==> src/rtl/spr_pkg.sv <==
`timescale 1ns/1ps
package spr_pkg;
    localparam int IDX_W = 11;
    localparam int GRP_W = 5;

    localparam int SR_SUP_BIT   = 0;
    localparam int SR_DXLAT_BIT = 5;
    localparam int SR_IXLAT_BIT = 6;
    localparam int PM_DOZE_BIT  = 4;
    localparam int PM_SLEEP_BIT = 5;

    typedef enum logic [4:0] {
        SEL_NONE, SEL_VER, SEL_VECBASE, SEL_NEXTPC, SEL_SUPV, SEL_EXCPC,
        SEL_EXCADDR, SEL_EXCSTAT, SEL_COREIDX, SEL_CORECNT, SEL_SHADOW,
        SEL_MATCH, SEL_ACC_LO, SEL_ACC_HI, SEL_PWR, SEL_IRQMASK, SEL_IRQSTAT
    } spr_sel_e;

    typedef struct packed {
        spr_sel_e         sel;
        logic [IDX_W-1:0] off;
    } spr_dec_t;
endpackage

==> src/rtl/spr_addr_decode.sv <==
`timescale 1ns/1ps
module spr_addr_decode
    import spr_pkg::*;
#(
    parameter int XLEN        = 32,
    parameter int SHADOW_SETS = 2,
    parameter int TLB_SETS    = 8
) (
    input  logic [XLEN-1:0] addr_i,
    output spr_dec_t        dec_o
);
    localparam int SH_BASE = 1024;
    localparam int SH_END  = SH_BASE + SHADOW_SETS * 32;
    localparam int MT_BASE = 512;
    localparam int MT_END  = MT_BASE + TLB_SETS;

    logic [GRP_W-1:0] grp;
    int               ix;

    always_comb begin
        grp       = addr_i[15:11];
        ix        = int'(addr_i[10:0]);
        dec_o.sel = SEL_NONE;
        dec_o.off = '0;
        if (addr_i[XLEN-1:16] == '0) begin
            case (grp)
                5'd0: begin
                    case (ix)
                        0:       dec_o.sel = SEL_VER;
                        11:      dec_o.sel = SEL_VECBASE;
                        16:      dec_o.sel = SEL_NEXTPC;
                        17:      dec_o.sel = SEL_SUPV;
                        32:      dec_o.sel = SEL_EXCPC;
                        48:      dec_o.sel = SEL_EXCADDR;
                        64:      dec_o.sel = SEL_EXCSTAT;
                        128:     dec_o.sel = SEL_COREIDX;
                        129:     dec_o.sel = SEL_CORECNT;
                        default: begin
                            if (ix >= SH_BASE && ix < SH_END) begin
                                dec_o.sel = SEL_SHADOW;
                                dec_o.off = IDX_W'(ix - SH_BASE);
                            end
                        end
                    endcase
                end
                5'd1: begin
                    if (ix >= MT_BASE && ix < MT_END) begin
                        dec_o.sel = SEL_MATCH;
                        dec_o.off = IDX_W'(ix - MT_BASE);
                    end
                end
                5'd5: begin
                    if (ix == 1) dec_o.sel = SEL_ACC_LO;
                    else if (ix == 2) dec_o.sel = SEL_ACC_HI;
                end
                5'd8: begin
                    if (ix == 0) dec_o.sel = SEL_PWR;
                end
                5'd9: begin
                    if (ix == 0) dec_o.sel = SEL_IRQMASK;
                    else if (ix == 2) dec_o.sel = SEL_IRQSTAT;
                end
                default: dec_o.sel = SEL_NONE;
            endcase
        end
    end
endmodule

==> src/rtl/spr_reg_array.sv <==
`timescale 1ns/1ps
module spr_reg_array
    import spr_pkg::*;
#(
    parameter int XLEN  = 32,
    parameter int DEPTH = 64
) (
    input  logic             clk,
    input  logic             rst_n,
    input  logic             we_i,
    input  logic [IDX_W-1:0] addr_i,
    input  logic [XLEN-1:0]  wdata_i,
    output logic [XLEN-1:0]  rdata_o
);
    localparam int AW = (DEPTH > 1) ? $clog2(DEPTH) : 1;

    logic [XLEN-1:0] mem_d [DEPTH];
    logic [XLEN-1:0] mem_q [DEPTH];
    logic [AW-1:0]   slot;
    logic            unused_hi;

    assign slot      = addr_i[AW-1:0];
    assign unused_hi = |addr_i[IDX_W-1:AW];
    assign rdata_o   = mem_q[slot];

    always_comb begin
        mem_d = mem_q;
        if (we_i) mem_d[slot] = wdata_i;
    end

    always_ff @(posedge clk or negedge rst_n) begin
        if (!rst_n) begin
            for (int i = 0; i < DEPTH; i++) mem_q[i] <= '0;
        end else begin
            mem_q <= mem_d;
        end
    end
endmodule

==> src/rtl/spr_access_unit.sv <==
`timescale 1ns/1ps
module spr_access_unit
    import spr_pkg::*;
#(
    parameter int          XLEN        = 32,
    parameter int          SHADOW_SETS = 2,
    parameter int          TLB_SETS    = 8,
    parameter int          PAGE_BITS   = 13,
    parameter int unsigned VERSION     = 32'h1200_0001,
    parameter int unsigned CORE_ID     = 0,
    parameter int unsigned NUM_CORES   = 1
) (
    input  logic            clk,
    input  logic            rst_n,
    input  logic [XLEN-1:0] irq_set_i,
    input  logic            wr_en_i,
    input  logic [XLEN-1:0] base_i,
    input  logic [15:0]     imm_i,
    input  logic [XLEN-1:0] wr_data_i,
    input  logic [XLEN-1:0] old_rd_i,
    input  logic [XLEN-1:0] cur_pc_i,
    output logic [XLEN-1:0] rd_data_o,
    output logic            tlb_flush_o,
    output logic            page_flush_o,
    output logic [XLEN-1:0] page_addr_o,
    output logic            redirect_o,
    output logic [XLEN-1:0] redirect_pc_o,
    output logic            halt_o,
    output logic [XLEN-1:0] resume_pc_o
);
    localparam int              ACC_W     = 2 * XLEN;
    localparam int              SH_DEPTH  = SHADOW_SETS * 32;
    localparam logic [XLEN-1:0] SUPV_RST  = XLEN'(1) << SR_SUP_BIT;
    localparam logic [XLEN-1:0] SUPV_MODE = (XLEN'(1) << SR_SUP_BIT)
                                          | (XLEN'(1) << SR_DXLAT_BIT)
                                          | (XLEN'(1) << SR_IXLAT_BIT);
    localparam logic [XLEN-1:0] PAGE_LOW  = (XLEN'(1) << PAGE_BITS) - XLEN'(1);

    typedef struct packed {
        logic [XLEN-1:0]  vecbase;
        logic [XLEN-1:0]  supv;
        logic [XLEN-1:0]  excpc;
        logic [XLEN-1:0]  excaddr;
        logic [XLEN-1:0]  excstat;
        logic [XLEN-1:0]  pwr;
        logic [XLEN-1:0]  irqmask;
        logic [XLEN-1:0]  irqstat;
        logic [ACC_W-1:0] acc;
        logic             flush;
        logic             pflush;
        logic [XLEN-1:0]  paddr;
        logic             redir;
        logic [XLEN-1:0]  rpc;
        logic             halt;
        logic [XLEN-1:0]  respc;
    } spr_state_t;

    spr_state_t      st_d, st_q;
    spr_dec_t        dec;
    logic [XLEN-1:0] eff_addr;
    logic [XLEN-1:0] sh_rdata, mt_rdata;
    logic            sh_we, mt_we;
    logic [XLEN-1:0] stat_clr;

    assign eff_addr = base_i | {{(XLEN-16){1'b0}}, imm_i};

    spr_addr_decode #(
        .XLEN(XLEN), .SHADOW_SETS(SHADOW_SETS), .TLB_SETS(TLB_SETS)
    ) u_dec (
        .addr_i(eff_addr),
        .dec_o (dec)
    );

    assign sh_we = wr_en_i && (dec.sel == SEL_SHADOW);
    assign mt_we = wr_en_i && (dec.sel == SEL_MATCH);

    spr_reg_array #(.XLEN(XLEN), .DEPTH(SH_DEPTH)) u_shadow (
        .clk(clk), .rst_n(rst_n), .we_i(sh_we), .addr_i(dec.off),
        .wdata_i(wr_data_i), .rdata_o(sh_rdata)
    );

    spr_reg_array #(.XLEN(XLEN), .DEPTH(TLB_SETS)) u_match (
        .clk(clk), .rst_n(rst_n), .we_i(mt_we), .addr_i(dec.off),
        .wdata_i(wr_data_i), .rdata_o(mt_rdata)
    );

    // Next-state computation: write rules and one-cycle requests.
    always_comb begin
        st_d        = st_q;
        st_d.flush  = 1'b0;
        st_d.pflush = 1'b0;
        st_d.redir  = 1'b0;
        st_d.halt   = 1'b0;

        stat_clr     = (wr_en_i && dec.sel == SEL_IRQSTAT) ? wr_data_i : '0;
        st_d.irqstat = (st_q.irqstat & ~stat_clr) | irq_set_i;

        if (wr_en_i) begin
            case (dec.sel)
                SEL_VECBASE: st_d.vecbase = wr_data_i;
                SEL_EXCPC:   st_d.excpc   = wr_data_i;
                SEL_EXCADDR: st_d.excaddr = wr_data_i;
                SEL_EXCSTAT: st_d.excstat = wr_data_i;
                SEL_SUPV: begin
                    st_d.supv  = wr_data_i;
                    st_d.flush = |((st_q.supv ^ wr_data_i) & SUPV_MODE);
                end
                SEL_NEXTPC: begin
                    if (wr_data_i != cur_pc_i) begin
                        st_d.redir = 1'b1;
                        st_d.rpc   = wr_data_i;
                    end
                end
                SEL_PWR: begin
                    st_d.pwr = wr_data_i;
                    if (wr_data_i[PM_DOZE_BIT] || wr_data_i[PM_SLEEP_BIT]) begin
                        st_d.halt  = 1'b1;
                        st_d.respc = cur_pc_i + XLEN'(4);
                    end
                end
                SEL_MATCH: begin
                    if (!wr_data_i[0]) begin
                        st_d.pflush = 1'b1;
                        st_d.paddr  = mt_rdata & ~PAGE_LOW;
                    end
                end
                SEL_ACC_LO:  st_d.acc[XLEN-1:0]     = wr_data_i;
                SEL_ACC_HI:  st_d.acc[ACC_W-1:XLEN] = wr_data_i;
                SEL_IRQMASK: st_d.irqmask = st_q.irqmask | wr_data_i;
                default: ;
            endcase
        end
    end

    always_ff @(posedge clk or negedge rst_n) begin
        if (!rst_n) begin
            st_q      <= '0;
            st_q.supv <= SUPV_RST;
        end else begin
            st_q <= st_d;
        end
    end

    // Combinational read path.
    always_comb begin
        case (dec.sel)
            SEL_VER:     rd_data_o = XLEN'(VERSION);
            SEL_VECBASE: rd_data_o = st_q.vecbase;
            SEL_NEXTPC:  rd_data_o = cur_pc_i;
            SEL_SUPV:    rd_data_o = st_q.supv;
            SEL_EXCPC:   rd_data_o = st_q.excpc;
            SEL_EXCADDR: rd_data_o = st_q.excaddr;
            SEL_EXCSTAT: rd_data_o = st_q.excstat;
            SEL_COREIDX: rd_data_o = XLEN'(CORE_ID);
            SEL_CORECNT: rd_data_o = XLEN'(NUM_CORES);
            SEL_SHADOW:  rd_data_o = sh_rdata;
            SEL_MATCH:   rd_data_o = mt_rdata;
            SEL_ACC_LO:  rd_data_o = st_q.acc[XLEN-1:0];
            SEL_ACC_HI:  rd_data_o = st_q.acc[ACC_W-1:XLEN];
            SEL_PWR:     rd_data_o = st_q.pwr;
            SEL_IRQMASK: rd_data_o = st_q.irqmask;
            SEL_IRQSTAT: rd_data_o = st_q.irqstat;
            default:     rd_data_o = old_rd_i;
        endcase
    end

    assign tlb_flush_o   = st_q.flush;
    assign page_flush_o  = st_q.pflush;
    assign page_addr_o   = st_q.paddr;
    assign redirect_o    = st_q.redir;
    assign redirect_pc_o = st_q.rpc;
    assign halt_o        = st_q.halt;
    assign resume_pc_o   = st_q.respc;
endmodule

==> config.mk <==
export PLATFORM = sky130hd
export DESIGN_NAME = spr_access_unit
export DESIGN_NICKNAME = d
export VERILOG_FILES = /design/src/rtl/spr_pkg.sv /design/src/rtl/spr_addr_decode.sv /design/src/rtl/spr_reg_array.sv /design/src/rtl/spr_access_unit.sv
export SDC_FILE = /design/constraint.sdc
export NUM_CORES = 2
export LEC_CHECK = 0
export BUFFER_PORTS_ARGS = -buffer_cell sky130_fd_sc_hd__buf_2
export CORE_ASPECT_RATIO = 1.2
export CORE_MARGIN = 2
export CORE_UTILIZATION = 45
export CTS_CLUSTER_DIAMETER = 150
export CTS_CLUSTER_SIZE = 30
export DETAILED_ROUTE_END_ITERATION = 12
export PLACE_DENSITY = 0.68
export SYNTH_ARGS = -nofsm -noshare
export SYNTH_HDL_FRONTEND = slang
export SYNTH_SLANG_ARGS = --single-unit
==> constraint.sdc <==
create_clock -name clk -period 7.4 [get_ports clk]
set_input_delay 1.11 -clock clk [delete_from_list [all_inputs] [get_ports clk]]
set_output_delay 1.11 -clock clk [all_outputs]
set_load 0.02 [all_outputs]
Yosys cells after proc, flatten, opt, wreduce, memory -nomap -nowiden
Index checks and enable logic that the tools add are counted. Widths: inputs -> output; s select.

Flip-flop bits (word level): 2711. Input port bits: 179. Output and inout port bits: 132. Logic and storage cells: 200.

$add $sub $neg: 3. Magnitude comparators: 8. Equality and inequality tests: 31. Multiplexer cells: 34. Bitwise gates (word level): 9. Reduce and logical (&&, ||, !) cells: 26.

Operators with widths (number): $bwmux 2048 (1); $pmux 32 s16 (1); $bwmux 256 (1); $mux 32 (7); $mux 33 (6); $bmux 32 s6 (1); $demux 32 s6 (1); $mux 100 (1); $bmux 32 s3 (1); $demux 32 s3 (1); $or 32x32->32 (2); $eq 5x4->1 const B (10); $pmux 5 s9 (1); $add 32x3->32 const B (1); $and 32x32->32 (1); $ne 32x32->1 (1); $not 32->32 (1); $or 32x16->32 (1); $mux 15 (2); $eq 5x3->1 const B (5); $pmux 5 s5 (1); $eq 11x5->1 const B (2); $eq 11x6->1 const B (2); $eq 11x8->1 const B (2); other kinds (36) (58).

Logic depth before layout (Yosys ltp)
Depth in word-level cells: 14. Gate-level depth with buffers: 17. Mapped depth without buffers: 10.

By module
From an unflattened synthesis, not the netlist that was laid out.

Cell total of the unflattened synthesis: 9274. Area total of the unflattened synthesis: 123553.5 um2.

By module, submodules not included: spr_reg_array (u_shadow) (times used 1, cells an instance 6795, area each 91965.7 um2, sequential area each 51249.2 um2); spr_access_unit (times used 1, cells an instance 1554, area each 19148.4 um2, sequential area each 10186.0 um2); spr_reg_array (u_match) (times used 1, cells an instance 811, area each 11641.2 um2, sequential area each 6406.1 um2); spr_addr_decode (times used 1, cells an instance 114, area each 798.3 um2, sequential area each 0.0 um2).

Least setup slack after synthesis
No wires, ideal clock.

Path kind: input to output. Start: in imm_i[12]. End: out rd_data_o[27]. Arrival time: 4.413 ns. Required time: 6.290 ns. Path slack: 1.877 ns. Stages on the path: 13. Buffers on the path: 3. Path through: or4_1 -> buf_2 -> or3_1 -> buf_2 -> nor3_4 -> nor3_2 -> nor4b_2 -> and2_1 -> buf_4 -> o21ai_1 -> or4_1 -> or3_1 -> a31oi_1.

Cells in the longest elaborated chain, start to end: 9. Elaborated cells between the ends (all ways): 34. Classes of those cells: 20 x eq/ne; 10 x mux; 3 x bitwise; 1 x reduce/logical.

RTL lines: from (decl) (RTL line spr_access_unit.sv:18) `input logic [15:0] imm_i,`; $or 32x16->32 * (RTL line spr_access_unit.sv:65) `assign eff_addr = base_i | {{(XLEN-16){1'b0}}, imm_i};`; $eq 5x1->1 / $logic_not 5->1 (equally long branches) (RTL line spr_addr_decode.sv:26) `case (grp)`; $pmux 11 s2 (RTL line spr_addr_decode.sv:26); $mux 16 * (RTL line spr_addr_decode.sv:25) `if (addr_i[XLEN-1:16] == '0) begin`; $not 6->7 (implied by the code) / $not 3->4 (equally long branches) (RTL line spr_reg_array.sv:24) `assign rdata_o = mem_q[slot];`; $bmux 32 s6 / $bmux 32 s3 (equally long branches) (RTL line spr_reg_array.sv:24); $mux 32 (implied by the code) (2 in a row) (RTL line spr_reg_array.sv:24); $pmux 32 s16 * (RTL line spr_access_unit.sv:146) `case (dec.sel)`; to (decl) (RTL line spr_access_unit.sv:22) `output logic [XLEN-1:0] rd_data_o,`.

Mark *: on every way between the ends. The rest lies on a longest branch, timed or not. The select of a mux whose other input is x is not followed.

Worst setup path in the final report
Start: in imm_i[12]. End: out rd_data_o[24].

The elaborated chain is that of the path after synthesis.

==> results.json <==
{
  "clk_pin_slew_ps": 120,
  "cts_made_buffers": 100,
  "yosysWarningCount": 0,
  "post-route-worst-setup-slack_ps": -234,
  "routed_wl_mm": 504,
  "area_delta_synth_final_pct": 8.94,
  "yosysUniqueCellTypes": 80,
  "cts_tree": "done",
  "critPathCaptureType": "output pin",
  "grt_overflow": 0,
  "ir_worst_vdd_v": 0.000185,
  "synthFlopType": "dfrtp_1",
  "slew_headroom_pct": -2.29,
  "dpl.hpwl_mm": 332,
  "yosysTopAreaCell": "dfrtp_1",
  "worst_skew_pair.late_latency_ps": 820,
  "fin_crit_sh_pct": 103,
  "crit_arrival_ps": 6520,
  "final_nets": 10200,
  "rsz0062_at_grt": "no",
  "cp-start-kind": "input pin",
  "drtIter0Drc": 12800,
  "grt_pass1_wl_mm": 706,
  "syn_area_per_cell_um2": 12.2,
  "port_buffers": 297,
  "finalSetupViolations": 2,
  "wl_met1_mm": 183,
  "rrSetupSlack_ps": 5160,
  "powerDensity_nw_per_um2": 177,
  "dieArea_um2": 275000,
  "status": "complete, but fails checks",
  "yosysTopAreaCellShare_pct": 55.7,
  "reg2reg_to": "page_addr_o[24]",
  "violations": "max-capacitance violations, max-slew violations, negative setup slack",
  "post-place-ws_ps": -13.8,
  "cts-resized-gates": 2,
  "worst_pin_slew_ps": 1520,
  "wl_per_cell_um": 37.0,
  "gp_congestion": 0.999,
  "die_height_um": 574,
  "power.total_mw": 23.4,
  "grt_max_degree": 181,
  "layout-drive-gt1-share_pct": 36.9,
  "ioPinCount": 311,
  "period_minus_slack_ps": 7630,
  "syn_area_um2": 122000,
  "postCtsHoldBufs": 0,
  "worstPathRequired_ps": 6290,
  "wl_met2_mm": 224,
  "fmaxAchievable_mhz": 131,
  "track_usage_pct": 35.8,
  "drc": 0,
  "clkSinkCount": 2711,
  "grt_pass1_vias": 91000,
  "coreArea_um2": 270000,
  "max-clock-path-buffers": 3,
  "initial_core_util_pct": 45.1,
  "ff2ff_path_depth": 6,
  "num_rows": 209,
  "postCtsSetupBuffers": 0,
  "worst_hold_path_type": "input pin to async pin",
  "hold_violations": 0,
  "via_per_inst": 6.76,
  "postSynthCellCount": 10000,
  "ys_seq_area_share_pct": 55.8,
  "finClkSkew_ps": 29.1,
  "fin_tns_setup_ps": -353,
  "dr_total_vias": 91900,
  "worstSetupPathType": "input pin to output pin",
  "path_max_fanout": 29,
  "synth-edff-count": 0,
  "antenna_found_initial": 53,
  "ant_nets": 0,
  "routed-wl-met3_mm": 52.4,
  "cts_root_buffer": "clkbuf_16",
  "r2r-start": "u_match.mem_q[216]",
  "power.leakage_nw": 63.8,
  "routed.top_layer": "met5",
  "drv_slew": 7,
  "maxCapViolCount": 1,
  "cts_htree_levels": 3,
  "die_width_um": 479,
  "ys_ff_latch": 2711,
  "async_reset_ff_share_pct": 100,
  "synthTopCellsByArea": "dfrtp_1 (56%), mux2_2 (23%), o22ai_1 (3.3%), nand2_1 (2.8%), clkbuf_1 (1.8%)",
  "drt_first_pass_iters": 8
}
==> worst max-delay path by stage <==
stage / startpoint / end / slack, ps / cells after the start
6_report: imm_i[12] / rd_data_o[24] / -230 / 13
3_3_place_gp: imm_i[12] / rd_data_o[24] / -650 / 14
5_1_grt: imm_i[12] / rd_data_o[1] / 4 / 12
4_1_cts: imm_i[12] / rd_data_o[8] / 130 / 14
3_5_place_dp: imm_i[12] / rd_data_o[24] / -10 / 14
2_1_floorplan: imm_i[12] / rd_data_o[27] / 1880 / 13
==> flip-flops by register name, summed over array words and instances, names as in the netlist <==
register        count
halt_o              1
u_shadow.mem_q   2048
tlb_flush_o         1
redirect_pc_o      32
page_flush_o        1
u_match.mem_q     256
resume_pc_o        32
st_q              320
page_addr_o        19
redirect_o          1
==> power by group <==
part           leakage (nW)  switching [mW]  total (mW)  internal, mW
Combinational          24.8            1.21        1.47         0.257
Clock                  1.27            4.69        7.17          2.48
Sequential             37.7  0.000000000180        14.8          14.8
==> cell usage after synthesis, drive strengths merged, types with 25 or more instances <==
cell type     n
mux2       2533
a21oi       110
o31ai        28
nor2        404
o22ai       635
dfrtp      2710
o21ai       331
nor3        152
a222oi       46
nor4         44
a221oi       32
a31oi        63
nand2       913
nand4        43
a22oi        64
buf         459
nand3       236
or4          27
o22a         64
o211ai       41
xor2         54
and3         25
a21o         65
o221ai       94
clkbuf      579
==> cell usage in the layout, fill, tap and decap left out, types with 16 or more instances in the layout <==
cell type	n
a222oi_1	46
clkbuf_16	100
nand4_1	43
a21oi_1	106
o22a_1	64
or3_1	16
nor2_1	328
buf_12	102
o211ai_1	41
a21o_1	65
nor2_4	70
o22ai_1	634
nand3_1	228
a31oi_1	63
nand2_1	909
buf_2	266
a22oi_1	64
buf_4	543
or4_1	27
o21ai_0	320
mux2_2	2520
dfrtp_1	2710
a221oi_1	32
o221ai_1	94
mux2i_1	24
and3_1	24
o31ai_1	27
diode_2	19
xor2_1	54
nor4_1	30
a211oi_1	21
nor3_1	137
a311oi_1	17
==> area by class of cell <==
type	instances	area, um2
Fill cell	23600	137000
Sequential cell	2711	67800
Multi-Input combinational cell	6262	50100
Timing Repair Buffer	912	7460
Tap cell	3587	4490
Clock buffer	111	2540
Antenna cell	19	47.5
Clock inverter	3	45.0
Inverter	3	11.3
==> logic make-up (layout without fill, tap and decap cells) <==
kind of cell,count (synthesis),after routing,synth area share (%)
AO/OA/AOI/OAI,1727,1727,9.50
XOR/XNOR,63,63,0.453
adder cells (fa/ha/maj),1,1,0.0103
buffers and inverters,1041,1029,3.81
flip-flops,2711,2711,55.8
multiplexers,2558,2558,23.7
other,1,32,0.00308
AND/OR/NAND/NOR,1900,1900,6.81
==> critical path, stage by stage <==
cell and delay, ps:
buf_2 110, nor4_2 580, nand3_1 340, or4_1 670, a211oi_4 680, buf_12 310, o22ai_1 180, nor3_2 1020
o32ai_2 420, nor3_1 380, buf_4 240, o22a_1 200, buf_2 180
==> metal layers <==
metal	vias to the layer above	global-route usage (%)
met3	1772	9.42
met2	6110	54.6
li1	35900	-
met5	-	0
met1	48100	44.2
met4	36	25.4
==> stage by stage <==
| stage | cell area [um2] | hold slack, ps | instances | utilization [%] |
|---|---|---|---|---|
| 3_5_place_dp | 130000 | 443 | 13500 | 48.2 |
| 2_1_floorplan | 122000 | 427 | 10000 | - |
| 4_1_cts | 132000 | 282 | 13600 | 49.1 |
| 5_1_grt | 133000 | 271 | 13600 | 49.2 |
| 3_3_place_gp | 130000 | 438 | 13500 | 48.2 |
| 6_report | 133000 | 223 | 13600 | 49.2 |
Note: power is estimated with default switching activity, not from simulation.
